--- config.mk ---
export PLATFORM = sky130hd
export DESIGN_NAME = pwm_phase_timebase
export DESIGN_NICKNAME = d
export VERILOG_FILES = /design/src/rtl/pwm_phase_pkg.sv /design/src/rtl/pwm_regfile.sv /design/src/rtl/pwm_counter.sv /design/src/rtl/pwm_action.sv /design/src/rtl/pwm_events.sv /design/src/rtl/pwm_phase_timebase.sv
export SDC_FILE = /design/constraint.sdc
export NUM_CORES = 1
export LEC_CHECK = 0
export ABC_CLOCK_PERIOD_IN_PS = 3500
export CORE_ASPECT_RATIO = 2
export CORE_MARGIN = 3
export CORE_UTILIZATION = 61
export CTS_BUF_LIST = sky130_fd_sc_hd__clkbuf_2 sky130_fd_sc_hd__clkbuf_4 sky130_fd_sc_hd__clkbuf_8
export CTS_CLUSTER_SIZE = 40
export DETAILED_ROUTE_END_ITERATION = 8
export MAX_ROUTING_LAYER = met4
export PLACE_DENSITY = 0.89
export SYNTH_ARGS = -nofsm -noshare
export SYNTH_HDL_FRONTEND = slang
export SYNTH_SLANG_ARGS = --single-unit
--- constraint.sdc ---
create_clock -name clk -period 3.5 [get_ports clk]
set_input_delay 0.7 -clock clk [delete_from_list [all_inputs] [get_ports clk]]
set_output_delay 0.7 -clock clk [all_outputs]
set_load 0.01 [all_outputs]
--- src/rtl/pwm_phase_pkg.sv ---
package pwm_phase_pkg;

  typedef enum logic [1:0] {
    MODE_UPDOWN = 2'd0,
    MODE_UP     = 2'd1,
    MODE_DOWN   = 2'd2,
    MODE_HOLD   = 2'd3
  } cnt_mode_e;

  // control word layout: [4:3] mode, [2] sync select, [1] phase dir, [0] phase enable
  typedef struct packed {
    cnt_mode_e mode;
    logic      sync_sel;
    logic      phase_dir;
    logic      phase_en;
  } ctrl_t;

  localparam int CTRL_W     = $bits(ctrl_t);
  localparam int REG_ADDR_W = 2;

  localparam logic [REG_ADDR_W-1:0] ADDR_PERIOD  = 2'd0;
  localparam logic [REG_ADDR_W-1:0] ADDR_COMPARE = 2'd1;
  localparam logic [REG_ADDR_W-1:0] ADDR_PHASE   = 2'd2;
  localparam logic [REG_ADDR_W-1:0] ADDR_CTRL    = 2'd3;

endpackage

--- src/rtl/pwm_regfile.sv ---
module pwm_regfile
  import pwm_phase_pkg::*;
#(
  parameter int CNT_W = 16
) (
  input  logic                  clk,
  input  logic                  rst,
  input  logic                  wr_en,
  input  logic [REG_ADDR_W-1:0] wr_addr,
  input  logic [CNT_W-1:0]      wr_data,
  output logic [CNT_W-1:0]      prd_shd,
  output logic [CNT_W-1:0]      cmp_shd,
  output logic [CNT_W-1:0]      phase,
  output ctrl_t                 ctrl
);

  always_ff @(posedge clk) begin
    if (rst) begin
      prd_shd <= '0;
      cmp_shd <= '0;
      phase   <= '0;
      ctrl    <= '0;
    end else if (wr_en) begin
      case (wr_addr)
        ADDR_PERIOD:  prd_shd <= wr_data;
        ADDR_COMPARE: cmp_shd <= wr_data;
        ADDR_PHASE:   phase   <= wr_data;
        default:      ctrl    <= ctrl_t'(wr_data[CTRL_W-1:0]);
      endcase
    end
  end

endmodule

--- src/rtl/pwm_counter.sv ---
module pwm_counter
  import pwm_phase_pkg::*;
#(
  parameter int CNT_W = 16
) (
  input  logic             clk,
  input  logic             rst,
  input  logic [CNT_W-1:0] prd_shd,
  input  logic [CNT_W-1:0] phase,
  input  cnt_mode_e        mode,
  input  logic             phase_dir,
  input  logic             phase_en,
  input  logic             sync_in,
  output logic [CNT_W-1:0] ctr,
  output logic [CNT_W-1:0] prd_act,
  output logic             dir
);

  localparam logic [CNT_W-1:0] ZERO = '0;
  localparam logic [CNT_W-1:0] ONE  = CNT_W'(1);

  logic             load;
  logic [CNT_W-1:0] ctr_n;
  logic             dir_n;
  logic             at_prd;
  logic             at_zero;

  assign load    = sync_in && phase_en;
  assign at_prd  = (ctr == prd_act);
  assign at_zero = (ctr == ZERO);

  always_comb begin
    ctr_n = ctr;
    dir_n = dir;
    unique case (mode)
      MODE_UPDOWN: begin
        if (load) begin
          ctr_n = phase;
          dir_n = phase_dir;
        end else if (dir) begin
          if (at_prd) begin
            dir_n = 1'b0;
            ctr_n = (prd_act == ZERO) ? ZERO : ctr - ONE;
          end else begin
            ctr_n = ctr + ONE;
          end
        end else begin
          if (at_zero) begin
            dir_n = 1'b1;
            ctr_n = (prd_act == ZERO) ? ZERO : ONE;
          end else begin
            ctr_n = ctr - ONE;
          end
        end
      end
      MODE_UP: begin
        dir_n = 1'b1;
        ctr_n = load ? phase : (at_prd ? ZERO : ctr + ONE);
      end
      MODE_DOWN: begin
        dir_n = 1'b0;
        ctr_n = load ? phase : (at_zero ? prd_act : ctr - ONE);
      end
      default: begin
        ctr_n = load ? phase : ctr;
      end
    endcase
  end

  always_ff @(posedge clk) begin
    if (rst) begin
      ctr     <= '0;
      dir     <= 1'b1;
      prd_act <= '0;
    end else begin
      ctr <= ctr_n;
      dir <= dir_n;
      if (at_zero) prd_act <= prd_shd;
    end
  end

  assert_reset_state_R1: assert property (@(posedge clk)
    rst |=> (ctr == ZERO && dir));

  assert_updown_step_R2: assert property (@(posedge clk) disable iff (rst)
    (mode == MODE_UPDOWN && !load && dir && !at_prd) |=> (ctr == $past(ctr) + ONE));

  assert_sync_load_R3: assert property (@(posedge clk) disable iff (rst)
    (load && mode == MODE_UPDOWN) |=> (ctr == $past(phase) && dir == $past(phase_dir)));

  assert_no_clamp_R4: assert property (@(posedge clk) disable iff (rst)
    (mode == MODE_UPDOWN && !load && dir && ctr > prd_act) |=> dir);

  assert_sync_beats_period_R5: assert property (@(posedge clk) disable iff (rst)
    (mode == MODE_UPDOWN && load && at_prd && phase_dir) |=> dir);

endmodule

--- src/rtl/pwm_action.sv ---
module pwm_action #(
  parameter int CNT_W = 16
) (
  input  logic             clk,
  input  logic             rst,
  input  logic [CNT_W-1:0] cmp_shd,
  input  logic [CNT_W-1:0] ctr,
  input  logic [CNT_W-1:0] prd_act,
  input  logic             dir,
  output logic             pwm_a
);

  logic [CNT_W-1:0] cmp_act;
  logic             hit;

  assign hit = (ctr == cmp_act);

  always_ff @(posedge clk) begin
    if (rst) begin
      cmp_act <= '0;
      pwm_a   <= 1'b0;
    end else begin
      if (ctr == '0 || ctr == prd_act) cmp_act <= cmp_shd;
      if (hit) pwm_a <= dir;
    end
  end

  assert_set_on_up_R8: assert property (@(posedge clk) disable iff (rst)
    (hit && dir) |=> pwm_a);

  assert_clear_on_down_R8: assert property (@(posedge clk) disable iff (rst)
    (hit && !dir) |=> !pwm_a);

endmodule

--- src/rtl/pwm_events.sv ---
module pwm_events #(
  parameter int CNT_W = 16
) (
  input  logic             clk,
  input  logic             rst,
  input  logic [CNT_W-1:0] ctr,
  input  logic [CNT_W-1:0] prd_act,
  input  logic             sync_in,
  input  logic             sync_sel,
  input  logic             hold,
  output logic             sync_out,
  output logic             soc_pulse
);

  always_ff @(posedge clk) begin
    if (rst) begin
      sync_out  <= 1'b0;
      soc_pulse <= 1'b0;
    end else begin
      sync_out  <= sync_sel ? sync_in : (ctr == '0);
      soc_pulse <= (ctr == prd_act) && !hold;
    end
  end

  assert_soc_on_period_R10: assert property (@(posedge clk) disable iff (rst)
    (ctr == prd_act && !hold) |=> soc_pulse);

  assert_sync_pass_R9: assert property (@(posedge clk) disable iff (rst)
    (sync_sel && sync_in) |=> sync_out);

endmodule

--- src/rtl/pwm_phase_timebase.sv ---
module pwm_phase_timebase
  import pwm_phase_pkg::*;
#(
  parameter int CNT_W = 16
) (
  input  logic                  clk,
  input  logic                  rst,
  input  logic                  wr_en,
  input  logic [REG_ADDR_W-1:0] wr_addr,
  input  logic [CNT_W-1:0]      wr_data,
  input  logic                  sync_in,
  output logic                  pwm_a,
  output logic                  sync_out,
  output logic                  soc_pulse,
  output logic [CNT_W-1:0]      count,
  output logic                  count_up
);

  logic [CNT_W-1:0] prd_shd;
  logic [CNT_W-1:0] cmp_shd;
  logic [CNT_W-1:0] phase;
  logic [CNT_W-1:0] prd_act;
  ctrl_t            ctrl;

  pwm_regfile #(.CNT_W(CNT_W)) u_regs (
    .clk     (clk),
    .rst     (rst),
    .wr_en   (wr_en),
    .wr_addr (wr_addr),
    .wr_data (wr_data),
    .prd_shd (prd_shd),
    .cmp_shd (cmp_shd),
    .phase   (phase),
    .ctrl    (ctrl)
  );

  pwm_counter #(.CNT_W(CNT_W)) u_ctr (
    .clk       (clk),
    .rst       (rst),
    .prd_shd   (prd_shd),
    .phase     (phase),
    .mode      (ctrl.mode),
    .phase_dir (ctrl.phase_dir),
    .phase_en  (ctrl.phase_en),
    .sync_in   (sync_in),
    .ctr       (count),
    .prd_act   (prd_act),
    .dir       (count_up)
  );

  pwm_action #(.CNT_W(CNT_W)) u_act (
    .clk     (clk),
    .rst     (rst),
    .cmp_shd (cmp_shd),
    .ctr     (count),
    .prd_act (prd_act),
    .dir     (count_up),
    .pwm_a   (pwm_a)
  );

  pwm_events #(.CNT_W(CNT_W)) u_evt (
    .clk       (clk),
    .rst       (rst),
    .ctr       (count),
    .prd_act   (prd_act),
    .sync_in   (sync_in),
    .sync_sel  (ctrl.sync_sel),
    .hold      (ctrl.mode == MODE_HOLD),
    .sync_out  (sync_out),
    .soc_pulse (soc_pulse)
  );

endmodule

==> summary.txt, run 1 <==
Global route
  – Antenna violations before repair: 0
  – Largest net degree at the start of global routing: 58
  – GRT Residual Overflow: 0
  – Global Route Usage Sum: 0.390
  – Vias in the first global route: 5693
  – First-pass GRT wire length: between 30 and 40 mm

Timing
  – Max Freq: ~340 MHz
  – Crit path time final: about 2.9 ns
  – Worst Tran Pin Value: 1.15 ns
  – Endpoints failing hold: 0
  – Slew Limit Headroom: 0.228
  – Clock Skew: 0.0100 ns
  – RSZ-0062 raised after global routing: no
  – Final-report max-slew violation count: 0
  – Fin Setup TNS: 0 ns
  – Crit share post-route: 0.838
  – Final setup vio count: 0

Placed design
  – Placed insts: 900
  – # port buffers: 41
  – Post-DP HPWL: 14.6 mm
  – RePlAce Congestion: 1.05

Clocking
  – Clk buf depth: 2
  – CTS buffer count: 9
  – Clock sink total: 105
  – CTS tree: yes
  – Clock root cell: clkbuf_8
  – Clk slew on worst S/H paths: 0.10 ns
  – Post-CTS Setup Bufs: 0
  – Clk_lat worst skew: around 0.38 ns
  – Post-CTS Resized: 0
  – H-Tree Depth: 3
  – Cts hold-fix bufs: 0

Synth
  – Synth Warn #: 0
  – Unique masters post-synth: 63
  – Post-Syn Nets: 816
  – Main synth FF type: dfxtp_1
  – Dominant cells by area after synthesis: dfxtp_1 (36%), nand2_1 (13%), a21oi_1 (8.3%), xnor2_1 (4.2%), xor2_1 (4.2%)
  – Post-synthesis cell count: 786
  – Mean area per synthesized cell: 7.41 sq um
  – Most common cell in the synthesized netlist: nand2_1
  – Synth area leader: dfxtp_1
  – Mapped cell area: 5820 sq um
  – Post-synth EDFFs: 0
  – Ys async rst share: 0
  – Share of the synthesized area in the top cell type: 0.361
  – Most instantiated cells after synthesis: nand2_1 (199), dfxtp_1 (105), a21oi_1 (96)
  – Sequential share of the synthesized area: 0.361
  – Flops & latches, synth: about 110

Routing
  – Drt wl/cell: approximately 22 um
  – # DRC: 0
  – Drt total wl: slightly below 20 mm
  – DRT Pass-1 Iters: 6
  – DR vias/cell: roughly 6.6
  – DRT antenna net count: 0
  – Detailed Route Iter0 Violations: 885
  – Via count: 6013

Floorplanning
  – Row count: 49
  – Die width: 75.1 um
  – Die Y: 144 um
  – Io pins: 42
  – Core footprint: 9140 sq um
  – Initial core utilization: 0.637
  – Die area: roughly 11000 sq um

Power
  – Pleak: 2.41 nW
  – Pwr Density: 868 nW/um^2
  – Max VDD drop: 673 uV

Layout
  – Fin cells: 915
  – Diode count: 0
  – Fin util: 0.715
  – Ratio of cells with drive above 1 in the final layout: 0.0812
  – Final nets: 839
  – Layout area overhead: 12.2%

Critical path
  – CP startpoint kind: flop
  – Bufs and invs on worst path: 2
  – CP max-delay cell: nor2_1
  – Worst R2R Path Depth: 8
  – Worst Path Max Fanout: 16
  – Arrival @ worst endpoint: 3.23 ns
  – Setup CP Type: reg -> reg
  – CP cell instances: inv_1, ha_1, nor4b_4, and2_1, buf_4, nor2_1, nand2_1, a21oi_1
  – Crit-path max cell delay: 0.88 ns
  – CP delay by family, top: simple AND/OR/NAND/NOR gates
  – Crit path depth: 8
  – Worst Path Required: around 3.8 ns
  – CP Capture Type: flop

Outcome
  – Outcome: completed

Min path
  – Worst Hold Class: reg -> reg
  – Hold path cells: 2

Job
  – Max_cap viols: 0
[stage by stage]
stage	total power, mW	setup WS [ns]	cell area [sq um]	hold slack, ns
after global routing	5.94	0.371	6530	0.483
after detailed placement	4.79	0.637	6340	0.448
after floorplan	3.74	1.00	5820	0.432
final	5.67	0.568	6530	0.460
after CTS	5.54	0.602	6530	0.460
after global placement	4.75	0.760	6340	0.442
[layout make-up]
cell class              instances  area [sq um]
clock buffers                  11           139
clock inverters                 4          52.6
fillers                       758          2610
inverters                      10          37.5
multi-input cells             609          3420
flip-flops and latches        105          2100
well taps                     102           128
repair buffers                 74           653
[routing by layer]
layer | part of all wire | GRT usage | vias up
li1 | - | - | 2757
met1 | 0.35 | 0.422 | 2799
met2 | 0.50 | 0.634 | 350
met3 | 0.066 | 0.0522 | 107
met4 | 0.077 | 0.277 | 0
met5 | 0 | - | -
[worst paths after layout]
kind                   start          endpoint  slack [ns]
max             u_ctr.ctr[0]  u_act.cmp_act[2]        0.57
min          u_regs.phase[9]   u_regs.phase[9]        0.46
max reg2reg     u_ctr.ctr[0]  u_act.cmp_act[2]        0.57
min reg2reg  u_regs.phase[9]   u_regs.phase[9]        0.46
[power breakdown]
group	leakage, nW	internal [mW]	switching, mW	total (mW)
Combinational	1.46	1.24	2.14	3.38
Clock	0.101	0.348	0.424	0.772
Sequential	0.853	1.33	0.180	1.51
[worst register-to-register path, stage by stage (launching register included)]
cell and delay, ns:
dfxtp_1 0.61, inv_1 0.19, ha_1 0.25, nor4b_4 0.15, and2_1 0.20, buf_4 0.21, nor2_1 0.89, nand2_1 0.16
a21oi_1 0.21
[sequential cells by signal, summed over array words and instances (netlist names)]
name / cells
u_regs.prd_shd: 16
u_evt.soc_pulse: 1
u_regs.phase: 16
u_act.cmp_act: 16
u_regs.cmp_shd: 16
u_regs.ctrl: 5
u_ctr.dir: 1
u_act.pwm_a: 1
u_ctr.ctr: 16
u_evt.sync_out: 1
u_ctr.prd_act: 16
[cells in the final DEF (no fill, tap or decap), types with 3 or more instances in the layout]
| master | count |
|---|---|
| a221oi_1 | 7 |
| nor2b_1 | 6 |
| inv_1 | 10 |
| buf_4 | 33 |
| nand3_1 | 10 |
| xnor2_1 | 28 |
| and2_1 | 4 |
| or4_1 | 5 |
| dfxtp_1 | 105 |
| a311oi_1 | 5 |
| or2_2 | 3 |
| a21oi_1 | 96 |
| clkdlybuf4s50_1 | 40 |
| ha_1 | 8 |
| o21ai_0 | 40 |
| mux2i_1 | 6 |
| nor2_1 | 43 |
| nand4_1 | 13 |
| nand2_1 | 199 |
| and3_1 | 3 |
| o21ai_1 | 3 |
| o22ai_1 | 3 |
| o2111ai_1 | 3 |
| o211ai_1 | 5 |
| xor2_1 | 28 |
| or3_1 | 5 |
| nor4_1 | 15 |
| nor3_1 | 18 |
| a21o_1 | 3 |
| a211oi_1 | 6 |
| clkbuf_8 | 9 |
| nand3b_1 | 4 |
[cells by family after synthesis]
logic type	after synthesis	synth area share
AO/OA/AOI/OAI	194	0.200
flip-flops	105	0.361
buffers and inverters	72	0.0516
multiplexers	7	0.0123
AND/OR/NAND/NOR	344	0.273
XOR/XNOR	56	0.0843
adder cells (fa/ha/maj)	8	0.0172
Power figures use the tool's default switching activity.
==> run 2: changes to the inputs <==
--- a/config.mk
+++ b/config.mk
@@ -5,15 +5,15 @@
 export SDC_FILE = /design/constraint.sdc
 export NUM_CORES = 1
 export LEC_CHECK = 0
-export ABC_CLOCK_PERIOD_IN_PS = 3500
+export ABC_CLOCK_PERIOD_IN_PS = 2500
 export CORE_ASPECT_RATIO = 2
 export CORE_MARGIN = 3
-export CORE_UTILIZATION = 61
+export CORE_UTILIZATION = 55
 export CTS_BUF_LIST = sky130_fd_sc_hd__clkbuf_2 sky130_fd_sc_hd__clkbuf_4 sky130_fd_sc_hd__clkbuf_8
 export CTS_CLUSTER_SIZE = 40
 export DETAILED_ROUTE_END_ITERATION = 8
 export MAX_ROUTING_LAYER = met4
-export PLACE_DENSITY = 0.89
+export PLACE_DENSITY = 0.85
 export SYNTH_ARGS = -nofsm -noshare
 export SYNTH_HDL_FRONTEND = slang
 export SYNTH_SLANG_ARGS = --single-unit
==> constraint.sdc (replaced) <==
create_clock -name clk -period 2.5 [get_ports clk]
set_input_delay 0.5 -clock clk [delete_from_list [all_inputs] [get_ports clk]]
set_output_delay 0.5 -clock clk [all_outputs]
set_load 0.01 [all_outputs]
==> run 2 against run 1 <==
  * Sequential power up 35%
  * Clock power up 33%
  * Sequential share of layout area down 4.2 points
  * Maximum frequency up 18%
  * Critical path depth unchanged
  * Count of clock-buffer cells in the layout down 1
  * Power up 70%
  * Largest cell class unchanged
==> summary.txt, run 2 (synthesis results as in run 1) <==
Critical path
  – R2r endpoint: u_ctr.ctr[2]
  – Worst Path Required: 2.76 ns
  – Arrival @ worst endpoint: 2.75 ns
  – Worst Path Max Fanout: 5
  – CP Capture Type: flop
  – Critical Path Source: u_ctr.ctr[3]
  – R2r setup slk: 0.01 ns
  – CP startpoint kind: flop
  – Reg2reg start: u_ctr.ctr[3]
  – Setup CP Type: reg -> reg
  – Worst R2R Path Depth: 8

Clocking
  – H-Tree Depth: 3
  – Clk buf depth: 2
  – Cts hold-fix bufs: 0
  – CTS tree: yes
  – Clock root cell: clkbuf_8
  – Clk_lat worst skew: 0.37 ns
  – CTS buffer count: 9
  – Clk slew on worst S/H paths: 0.11 ns
  – Clock sink total: 105

Power
  – Power share of the sequential group: 0.212
  – Int Power: 5.20 mW
  – Clock Power Share: 0.107
  – Switching Fraction: 0.460
  – Pwr Density: 1280 nW/um^2
  – Max VDD drop: ~810 uV
  – Part of the power in combinational logic: 0.681
  – Switch Pwr: 4.44 mW
  – Pleak: 2.91 nW

Floorplanning
  – Die Y: 151 um
  – Die area: ~12000 sq um
  – Die width: 78.7 um
  – Io pins: 42
  – Row count: 52
  – Core footprint: 10200 sq um
  – Initial core utilization: 0.570

Routing
  – DRT antenna net count: 0
  – DR vias/cell: 6.13
  – Via count: 6329
  – Drt total wl: 22.2 mm
  – # DRC: 0
  – Drt wl/cell: 21.5 um
  – DRT Pass-1 Iters: 8
  – Detailed Route Iter0 Violations: about 550

Timing
  – Max Freq: 402 MHz
  – Worst Tran Pin Value: about 0.65 ns
  – Final-report max-slew violation count: 0
  – Endpoints failing hold: 0
  – Slew Limit Headroom: 0.567
  – RSZ-0062 raised after global routing: yes
  – Final setup vio count: 0
  – Crit share post-route: 0.995
  – Crit path time final: between 2 and 2.5 ns
  – Clock Skew: 0.0137 ns

Global route
  – GRT Residual Overflow: 0
  – Largest net degree at the start of global routing: 35
  – Antenna violations before repair: 0
  – Global Route Usage Sum: 0.385
  – Vias in the first global route: 6285
  – First-pass GRT wire length: 33.7 mm

Layout
  – Most frequent cells in the layout: nand2_1 (195), buf_4 (104), dfxtp_1 (100)
  – Diode count: 0
  – Final instance area: 7530 sq um
  – Commonest non-fill, non-tap cell in the layout: nand2_1
  – Layout area overhead: 29.4%
  – FF+latch area: 2110 sq um
  – Ratio of cells with drive above 1 in the final layout: 0.219
  – Area of the multi-input gates: 3680 sq um
  – Fin cells: ~1000
  – Final nets: 922
  – Filler Cell Count: 830

Placed design
  – Area after DPL: 7000 sq um
  – Placed insts: a little over 1000
  – RePlAce Congestion: 1.06
  – Post-DP HPWL: 16.9 mm
  – # port buffers: 41

Job
  – Max_cap viols: 0

Min path
  – Hold_sp: u_regs.phase[1]
  – Hold path cells: 2
  – Hold EP: u_regs.phase[1]
  – Worst Hold Class: reg -> reg

Outcome
  – Outcome: completed
run 2: cell types whose count changed in the layout (fill, tap and decap cells not counted), moves of 5 or more:
cell     before  now
buf_4        33  104
buf_6         0    8
dfxtp_1     105  100
o21ai_0      40   29
o21ai_1       3   13
xnor2_1      28   21
xnor2_2       0    5
run 2: per-stage QoR:
stage	worst slack [ns]	total power, mW	TNS (ns)	utilization	hold slack, ns
after floorplan	0.00474	5.24	0	-	0.432
after global placement	-0.0849	7.69	-0.233	0.685	0.441
after detailed placement	-0.115	7.74	-0.489	0.685	0.446
after CTS	0.0000460	8.90	0	0.710	0.459
after global routing	-0.0917	10.0	-0.389	0.738	0.485
final	0.0116	9.64	0	0.738	0.459
run 2: critical path: stages (launching register included):
cell and delay (ns):
dfxtp_4 0.38, or4_4 0.58, nor4b_4 0.36, and2_4 0.22, buf_6 0.13, o21ai_2 0.06, a22o_1 0.24, a2111oi_2 0.31
o21ai_1 0.10
run 2: repair_timing:
action,in CTS,in global routing
buffers inserted,2,4
setup endpoints to repair,12,31
resized for setup,12,62
pin swaps,6,29
run 2: metal layers:
metal	wire, um	global-route usage	vias to the layer above	part of all wire
li1	-	-	2923	-
met1	7750	0.392	2997	0.35
met2	11600	0.667	312	0.52
met3	1220	0.0497	97	0.055
met4	1580	0.285	0	0.071
met5	0	-	-	0
run 2: worst max path at each step:
stage | end | slack [ns] | depth (start not counted)
after floorplan | u_ctr.ctr[2] | 0.005 | 9
after global placement | u_ctr.ctr[10] | -0.08 | 9
after detailed placement | u_ctr.ctr[10] | -0.12 | 9
after CTS | u_ctr.ctr[15] | 0.00005 | 8
after global routing | u_ctr.ctr[6] | -0.09 | 9
final | u_ctr.ctr[2] | 0.01 | 8
run 2: power groups by stage:
stage | Combinational (mW) | Clock [mW] | Sequential, mW
2_1_floorplan | 3.13 | 0 | 2.10
3_3_place_gp | 5.65 | 0 | 2.04
3_5_place_dp | 5.69 | 0 | 2.05
4_1_cts | 5.85 | 1.04 | 2.02
5_1_grt | 6.89 | 1.10 | 2.06
6_report | 6.57 | 1.03 | 2.04
run 2: layout make-up:
class / instances / area share
repair buffers: 157 / 0.179
well taps: 135 / 0.0224
clock buffers: 10 / 0.0174
inverters: 10 / 0.00498
multi-input cells: 609 / 0.488
flip-flops and latches: 105 / 0.280
clock inverters: 6 / 0.00747
